[src/rtl/uart_dbtx_pkg.sv]
package uart_dbtx_pkg;

  typedef enum logic [1:0] {
    MODE_SHIFT = 2'd0,
    MODE_8BIT  = 2'd1,
    MODE_9FIX  = 2'd2,
    MODE_9VAR  = 2'd3
  } txmode_e;

  localparam int IDX_W = 4;

  // Number of bit slots in one frame of the given mode.
  function automatic logic [IDX_W-1:0] frame_bits(txmode_e m);
    case (m)
      MODE_SHIFT: return 4'd8;
      MODE_8BIT:  return 4'd10;
      default:    return 4'd11;
    endcase
  endfunction

  // Line level for slot idx of a frame carrying byte d and ninth bit nb.
  function automatic logic slot_level(txmode_e m, logic [IDX_W-1:0] idx,
                                      logic [7:0] d, logic nb);
    logic [IDX_W-1:0] k;
    k = idx - 4'd1;
    if (m == MODE_SHIFT) return d[idx[2:0]];
    if (idx == 4'd0) return 1'b0;
    if (idx <= 4'd8) return d[k[2:0]];
    if (idx == 4'd9 && m != MODE_8BIT) return nb;
    return 1'b1;
  endfunction

endpackage

[src/rtl/uart_dbtx_bitclk.sv]
module uart_dbtx_bitclk #(
  parameter int TICKS_PER_BIT = 16
) (
  input  logic clk,
  input  logic rst_n,
  input  logic tick,
  input  logic busy,
  input  logic load,
  input  logic shift_mode,
  output logic bit_end
);
  localparam int CNT_W = (TICKS_PER_BIT > 1) ? $clog2(TICKS_PER_BIT) : 1;
  localparam logic [CNT_W-1:0] LAST = CNT_W'(TICKS_PER_BIT - 1);

  logic [CNT_W-1:0] cnt;

  // Shift mode takes one tick per slot; asynchronous modes take TICKS_PER_BIT.
  assign bit_end = tick & busy & (shift_mode | (cnt == LAST));

  always_ff @(posedge clk) begin
    if (!rst_n)          cnt <= '0;
    else if (load)       cnt <= '0;
    else if (tick & busy) cnt <= bit_end ? '0 : cnt + 1'b1;
  end
endmodule

[src/rtl/uart_dbtx_hold.sv]
module uart_dbtx_hold (
  input  logic       clk,
  input  logic       rst_n,
  input  logic       wr,
  input  logic [7:0] wdata,
  input  logic       tb8_wr,
  input  logic       tb8_in,
  input  logic       db_eff,
  input  logic       busy,
  input  logic       load,
  output logic       hold_valid,
  output logic [7:0] hold_data,
  output logic       hold_tb8,
  output logic       tb8_reg,
  output logic       accept,
  output logic       overwrite
);
  // Single-buffered: only an idle, not-starting transmitter takes a byte.
  assign accept    = wr & (db_eff | (~busy & ~load));
  assign overwrite = accept & hold_valid & ~load;

  always_ff @(posedge clk) begin
    if (!rst_n) begin
      hold_valid <= 1'b0;
      hold_data  <= '0;
      hold_tb8   <= 1'b0;
      tb8_reg    <= 1'b0;
    end else begin
      if (accept) begin
        hold_valid <= 1'b1;
        hold_data  <= wdata;
        hold_tb8   <= tb8_reg;
      end else if (load) begin
        hold_valid <= 1'b0;
      end
      if (tb8_wr) tb8_reg <= tb8_in;
    end
  end
endmodule

[src/rtl/uart_dbtx_shift.sv]
module uart_dbtx_shift
  import uart_dbtx_pkg::*;
(
  input  logic       clk,
  input  logic       rst_n,
  input  logic       load,
  input  logic       bit_end,
  input  txmode_e    mode_now,
  input  logic       db_eff,
  input  logic [7:0] hold_data,
  input  logic       hold_tb8,
  input  logic       tb8_reg,
  output logic       busy,
  output logic       frame_end,
  output logic       frm_db,
  output logic       frm_shift,
  output logic       txd,
  output logic       sclk
);
  txmode_e          mode_f;
  logic [IDX_W-1:0] idx;
  logic [7:0]       data_f;
  logic             tb8_f;
  logic             sclk_lo;
  logic             ninth;

  assign frm_shift = (mode_f == MODE_SHIFT);
  assign frame_end = bit_end & (idx == frame_bits(mode_f) - 4'd1);
  assign ninth     = frm_db ? tb8_f : tb8_reg;
  assign txd       = busy ? slot_level(mode_f, idx, data_f, ninth) : 1'b1;
  assign sclk      = ~sclk_lo;

  always_ff @(posedge clk) begin
    if (!rst_n) begin
      busy    <= 1'b0;
      idx     <= '0;
      mode_f  <= MODE_8BIT;
      data_f  <= '0;
      tb8_f   <= 1'b0;
      frm_db  <= 1'b0;
      sclk_lo <= 1'b0;
    end else begin
      if (load) begin
        busy   <= 1'b1;
        idx    <= '0;
        mode_f <= mode_now;
        data_f <= hold_data;
        tb8_f  <= hold_tb8;
        frm_db <= db_eff;
      end else if (frame_end) begin
        busy <= 1'b0;
      end else if (bit_end) begin
        idx <= idx + 4'd1;
      end
      sclk_lo <= load ? (mode_now == MODE_SHIFT)
                      : (bit_end & ~frame_end & frm_shift);
    end
  end
endmodule

[src/rtl/uart_dbtx_flag.sv]
module uart_dbtx_flag (
  input  logic clk,
  input  logic rst_n,
  input  logic set,
  input  logic clr,
  output logic ti
);
  always_ff @(posedge clk) begin
    if (!rst_n)   ti <= 1'b0;
    else if (set) ti <= 1'b1;
    else if (clr) ti <= 1'b0;
  end
endmodule

[src/rtl/uart_dbtx.sv]
module uart_dbtx
  import uart_dbtx_pkg::*;
#(
  parameter int TICKS_PER_BIT = 16
) (
  input  logic       clk,
  input  logic       rst_n,
  input  logic       baud_tick,
  input  logic [1:0] mode,
  input  logic       dbuf_en,
  input  logic       data_wr,
  input  logic [7:0] data_in,
  input  logic       tb8_wr,
  input  logic       tb8_in,
  input  logic       ti_clr,
  output logic       txd,
  output logic       sclk,
  output logic       ti
);
  txmode_e    mode_now;
  logic       db_eff;
  logic       busy, frame_end, frm_db, frm_shift, bit_end;
  logic       hold_valid, hold_tb8, tb8_reg, accept, overwrite;
  logic [7:0] hold_data;
  logic       load, ti_set;

  assign mode_now = txmode_e'(mode);
  assign db_eff   = dbuf_en & (mode_now != MODE_SHIFT);
  assign load     = hold_valid & baud_tick & (~busy | frame_end);
  assign ti_set   = (load & db_eff) | (frame_end & ~frm_db);

  uart_dbtx_bitclk #(.TICKS_PER_BIT(TICKS_PER_BIT)) u_bitclk (
    .clk(clk), .rst_n(rst_n), .tick(baud_tick), .busy(busy),
    .load(load), .shift_mode(frm_shift), .bit_end(bit_end)
  );

  uart_dbtx_hold u_hold (
    .clk(clk), .rst_n(rst_n), .wr(data_wr), .wdata(data_in),
    .tb8_wr(tb8_wr), .tb8_in(tb8_in), .db_eff(db_eff), .busy(busy),
    .load(load), .hold_valid(hold_valid), .hold_data(hold_data),
    .hold_tb8(hold_tb8), .tb8_reg(tb8_reg), .accept(accept),
    .overwrite(overwrite)
  );

  uart_dbtx_shift u_shift (
    .clk(clk), .rst_n(rst_n), .load(load), .bit_end(bit_end),
    .mode_now(mode_now), .db_eff(db_eff), .hold_data(hold_data),
    .hold_tb8(hold_tb8), .tb8_reg(tb8_reg), .busy(busy),
    .frame_end(frame_end), .frm_db(frm_db), .frm_shift(frm_shift),
    .txd(txd), .sclk(sclk)
  );

  uart_dbtx_flag u_flag (
    .clk(clk), .rst_n(rst_n), .set(ti_set), .clr(ti_clr), .ti(ti)
  );
endmodule

[config.mk]
export PLATFORM = sky130hd
export DESIGN_NAME = uart_dbtx
export DESIGN_NICKNAME = d
export VERILOG_FILES = /design/src/rtl/uart_dbtx_pkg.sv /design/src/rtl/uart_dbtx_bitclk.sv /design/src/rtl/uart_dbtx_hold.sv /design/src/rtl/uart_dbtx_shift.sv /design/src/rtl/uart_dbtx_flag.sv /design/src/rtl/uart_dbtx.sv
export SDC_FILE = /design/constraint.sdc
export NUM_CORES = 1
export LEC_CHECK = 0
export ABC_AREA = 1
export ABC_CLOCK_PERIOD_IN_PS = 1500
export BUFFER_PORTS_ARGS = -buffer_cell sky130_fd_sc_hd__buf_2
export CAP_MARGIN = 20
export CORE_MARGIN = 2
export CORE_UTILIZATION = 51
export CTS_CLUSTER_SIZE = 14
export DETAILED_ROUTE_END_ITERATION = 7
export PLACE_DENSITY = 0.7
export SLEW_MARGIN = 15
export SYNTH_ARGS = -nofsm -noshare
export SYNTH_HDL_FRONTEND = slang
export SYNTH_SLANG_ARGS = --single-unit
[constraint.sdc]
create_clock -name clk -period 1.5 [get_ports clk]
set_input_delay 0.3 -clock clk [delete_from_list [all_inputs] [get_ports clk]]
set_output_delay 0.3 -clock clk [all_outputs]
set_load 0.005 [all_outputs]
# After elaboration in Yosys (flattened, before gate mapping)
# Index checks and enable logic that the tools add are counted.
# W data, S select, Z words.
dict set report op_classes {
  muxes 33
  magnitude_cmp 3
  reduce_logical 10
  n_bitwise 22
  addsub 4
  n_eq_ne 5
}
# cell count
set ops {}
lappend ops {{$mux W1} 29}
lappend ops {{$and A1 B1 Y1} 12}
lappend ops {{$add A4 B1 Y4 const B} 2}
lappend ops {{$eq A4 B4 Y1 const B} 2}
lappend ops {{$lt A3 B4 Y1 const B} 2}
lappend ops {{$reduce_bool A2 Y1} 4}
lappend ops {{$bmux W1 S3} 2}
lappend ops {{$not A1 Y1} 6}
lappend ops {{$eq A4 B4 Y1} 1}
lappend ops {{$le A4 B4 Y1 const B} 1}
lappend ops {{$logic_not A2 Y1} 2}
lappend ops {{$logic_not A4 Y1} 1}
lappend ops {{$mux W4} 1}
lappend ops {{$or A1 B1 Y1} 4}
lappend ops {{$pmux W2 S2} 1}
lappend ops {{$sub A4 B1 Y4 const B} 1}
lappend ops {{$sub A3 B1 Y3 const B} 1}
lappend ops {{$eq A2 B1 Y1 const B} 1}
lappend ops {{$ne A2 B1 Y1 const B} 1}
lappend ops {{$reduce_and A2 Y1} 1}
lappend ops {{$reduce_or A2 Y1} 1}
lappend ops {{$logic_and A1 B1 Y1} 1}
dict set report word_totals {
  word_cells 90
  ff_bits 34
  inputBits 18
}

# Depth between registers and ports, before layout
dict set report logic_depth {
  ltp_word 13
  depth_mapped 12
  mapped_depth_nobuf 10
}

# Modules after synthesis
# Synthesis repeated with hierarchy kept, for this count alone.
dict set report unflattened {
  cells_unflattened 284
  area_unflattened_um2 1899.3
}
# mod seq_area_each_um2 n_inst cells_each area_each_um2
set by_module_without_submodules {}
lappend by_module_without_submodules {uart_dbtx_shift 360.3 1 161 1041.0}
lappend by_module_without_submodules {uart_dbtx_hold 220.2 1 72 519.2}
lappend by_module_without_submodules {uart_dbtx_bitclk 80.1 1 36 254.0}
lappend by_module_without_submodules {uart_dbtx_flag 20.0 1 6 43.8}
lappend by_module_without_submodules {uart_dbtx 0.0 1 9 41.3}

# Worst setup path after synthesis
# No wires, ideal clock.
dict set report synth_path {
  kind {register -> output}
  start {register u_shift.idx[1]}
  end {output txd}
  path_slack_ps -85
  t_arrival_ps 1285
  stages_incl_launch_ff 10
  cell_sequence {dfxtp_1 > inv_1 > ha_1 > inv_1 > a21oi_1 > a21oi_1 > nand2_1 > nand3_1 > nand2_1 > nand3_1}
}
dict set report synth_via {
  elab_chain_cells 11
  elab_cells_between_ends 27
  cone_classes {add/sub: 1; order compare: 1; eq/ne: 1; mux: 22; reduce/logical: 2}
}
# element line_no
set synth_lines {}
lappend synth_lines {{start: declaration} uart_dbtx_shift.sv:21} ;# logic [IDX_W-1:0] idx;
lappend synth_lines {{start signal: assignment} uart_dbtx_shift.sv:53} ;# idx <= idx + 4'd1;
lappend synth_lines {{branches (longest 9 deep; another with $sub A3 B1 Y3)} n/a}
lappend synth_lines {{$mux W1 (*)} uart_dbtx_pkg.sv:27} ;# if (idx == 4'd0) return 1'b0;
lappend synth_lines {{$mux W1 (*)} uart_dbtx_shift.sv:30} ;# assign txd = busy ? slot_level(mode_f, idx, data_f, ninth) : 1'b1;
lappend synth_lines {{end: declaration} uart_dbtx.sv:16} ;# output logic txd,
# Every way passes the cells marked *. The select of a mux whose other input is x is not followed.

# Worst setup path in the final report
dict set report layout_path {
  start {register u_shift.idx[0]}
  end {output txd}
}
# The elaborated chain is that of the path after synthesis.

==> run metrics <==
syn_area_per_cell 7.085 um2; number of DRC markers in iteration 0 108; worst reg2reg startpoint u_shift.idx[0]; vias in the first global route 1531; Min-Delay Path Depth 2; Leak Pwr 0.9803 nW; final std cell area, no fill 2287 um2; die footprint 3901 um2; Std-Cell Rows 21; Setup CP Type flop to primary output; IO Pins 21; CP Max Fanout 12; top cell type's share of synthesized area 0.3905; Crit path top cell by count nand2_1; area of the mapped netlist 1743 um2; commonest non-fill, non-tap cell in the layout nand2_1; Util after Layout 0.6909; Cell Chain, Critical Path buf_4, buf_8, ha_1, nand2_1, nor2_1, a31oi_1, nand2_1, nand3_1, buf_2; Highest Signal Layer met4; GR Overflow Total 0; met2 WL 1.687 mm; RSZ-0062 raised after global routing yes; commonest non-fill, non-tap cells in the layout 45 x nand2_1, 32 x dfxtp_1, 31 x a21oi_1, 25 x nor2_1, 24 x nand3_1; Nets 312; largest net degree at the start of global routing 26; MaxCap Viol Count 0; Tot Pwr 2.037 mW; number of antenna diodes 0; startpoint types flop; Slew @ Worst Pin 0.4582 ns; CTS tree built; ranking of synthesized cells by area dfxtp_1 39%, nand2_1 10%, a21oi_1 9.2%; Peak VDD IR 0.7995 mV; Placement Setup Slack -0.07212 ns; Filler cells 292; # setup viols final 25; Die H 62.46 um; Max Fclk 519.8 MHz; Tmin final 1.924 ns; CTS clk-pin slew, worst paths 0.10 ns; CORE AREA 3311 um2; number of remaining DRC errors 0; failing checks negative setup slack; GRT Total Usage 0.2103; DRT Pass-1 Iters 5; Top Registers u_hold.hold_data: 8 flops, u_shift.data_f: 8 flops; CP peak stage delay 0.35 ns; final critical-path share of the clock period 1.282; Hold Crit Class input pin to flop; Arr. time, crit path 1.62 ns; Clock Tree Root clkbuf_4; met3 wire len 186 um; Slew Limit Fails 0; Fin. Hold Viols 0; crit path to txd; vias per cell 5.015; Post-CTS Hold Fix Bufs 0; antenna viol nets, final 0; R2R setup slack -0.12 ns; DP Area 2058 um2; Synth area leader dfxtp_1; clock latency at the later pin of the worst-skew pair 0.34 ns; Critical Path RT 1.20 ns; critical path endpoint category primary output; post-synthesis sequential area ratio 0.3905; Initial Utilization 0.5265; Vias 1680; Yosys reg bits 34; DPL Wire Length 2.725 mm; IO buf count 20; YS warnings 0; Setup WS post-layout -0.4237 ns; M1 wire length 1.928 mm; H-tree Lvls 2; syn_nets 269; Final Skew 0.004268 ns; Num CTS Buffers 5; first-pass GRT wire length 6.630 mm; Finished Layout Cells 335; Cells after DPL 324; outcome finished with violations; initial antenna violation count 0; Crit. Startpoint u_shift.idx[0]; synthesized instance count 246; final wirelength 3.893 mm; Cell Pwr Density 890.8 nW/um2; drt wl/cell 11.62 um; R2R depth 12; R2R Path End u_shift.mode_f[1]; post-synth cell types 30; Crit-path slowest cell dfxtp_2; share of cells above drive strength 1 0.2561; Clock Tree Buf Depth 2; clock sink count 34; Final GP Congestion 0.9269; P&R area growth vs syn 31.23%; Rel. slew slack 0.6945; Die W 62.46 um
[synth_stat cells]
master,count
xor2_1,3
nand2_1,47
a21oi_1,32
dfxtp_1,34
clkbuf_1,3
inv_1,22
nor2_2,1
inv_2,3
or2_1,1
buf_4,1
nand2_2,3
xnor2_1,4
buf_2,3
nand3_1,27
nor3_1,1
o22ai_1,2
nand3_4,1
buf_6,2
a31oi_1,1
or2_0,1
ha_1,5
nor3b_1,1
nor2_1,25
buf_1,1
o21ai_1,1
a21oi_4,1
o211ai_1,1
o21ai_0,16
nand2_4,1
nand4_1,2
[through the flow]
stage          setup TNS [ns]  hold WS, ns
2_1_floorplan               0       0.3944
3_3_place_gp         -0.02719       0.4417
3_5_place_dp         -0.07212       0.4482
4_1_cts               -0.4196       0.1372
5_1_grt                -4.936       0.1392
6_report               -1.763       0.1480
[where the power goes]
group | switching, mW | total, mW | leakage (nW) | internal [mW]
Combinational | 0.191 | 0.352 | 0.656 | 0.161
Sequential | 0.0359 | 0.997 | 0.280 | 0.961
Clock | 0.301 | 0.689 | 0.0443 | 0.388
Total | 0.528 | 2.04 | 0.980 | 1.51
[critical path, delay by kind of cell (launching register included)]
| family | cells | cell delay, ns |
|---|---|---|
| adders and majority gates | 1 | 0.19 |
| and+or+nand+nor | 4 | 0.24 |
| AOI/OAI and AO/OA | 1 | 0.15 |
| buffers and inverters | 3 | 0.37 |
| DFF | 1 | 0.35 |
[per-layer routing]
layer | track usage | vias up
met1 | 0.2760 | 738
met3 | 0.06306 | 9
met2 | 0.3253 | 42
li1 | - | 891
met4 | 0.08056 | 0
met5 | 0 | -
[final cells by class]
cell class	instances	area, um2	share of cell area
well taps	46	57.56	0.02516
repair buffers	46	375.4	0.1641
clock inverters	1	30.03	0.01313
clock buffers	6	51.30	0.02243
multi-input cells	177	993.5	0.4344
inverters	25	96.34	0.04212
flip-flops and latches	34	683.2	0.2987
[what timing repair did]
| action | in CTS | in global routing |
|---|---|---|
| resized for setup | 3 | 16 |
| setup endpoints to repair | 3 | 24 |
| pin swaps | 1 | 6 |
| gates cloned | 0 | 2 |
| buffers inserted | 1 | 1 |
[worst min path at each step]
stage	end	slack, ns	startpoint
5_1_grt	u_hold.tb8_reg	0.14	tb8_wr
4_1_cts	u_hold.tb8_reg	0.14	tb8_wr
6_report	u_hold.tb8_reg	0.15	tb8_wr
2_1_floorplan	u_hold.tb8_reg	0.39	tb8_wr
3_5_place_dp	u_hold.hold_data[7]	0.45	u_hold.hold_data[7]
3_3_place_gp	u_hold.hold_tb8	0.44	u_hold.hold_tb8
[kinds of logic after synthesis]
kind of cell,share of synthesized area
compound gates,0.1651
buf+inv,0.08829
xor+xnor,0.03518
flops,0.3905
simple gates,0.2850
fa+ha+maj,0.03589
Power figures use the tool's default switching activity.
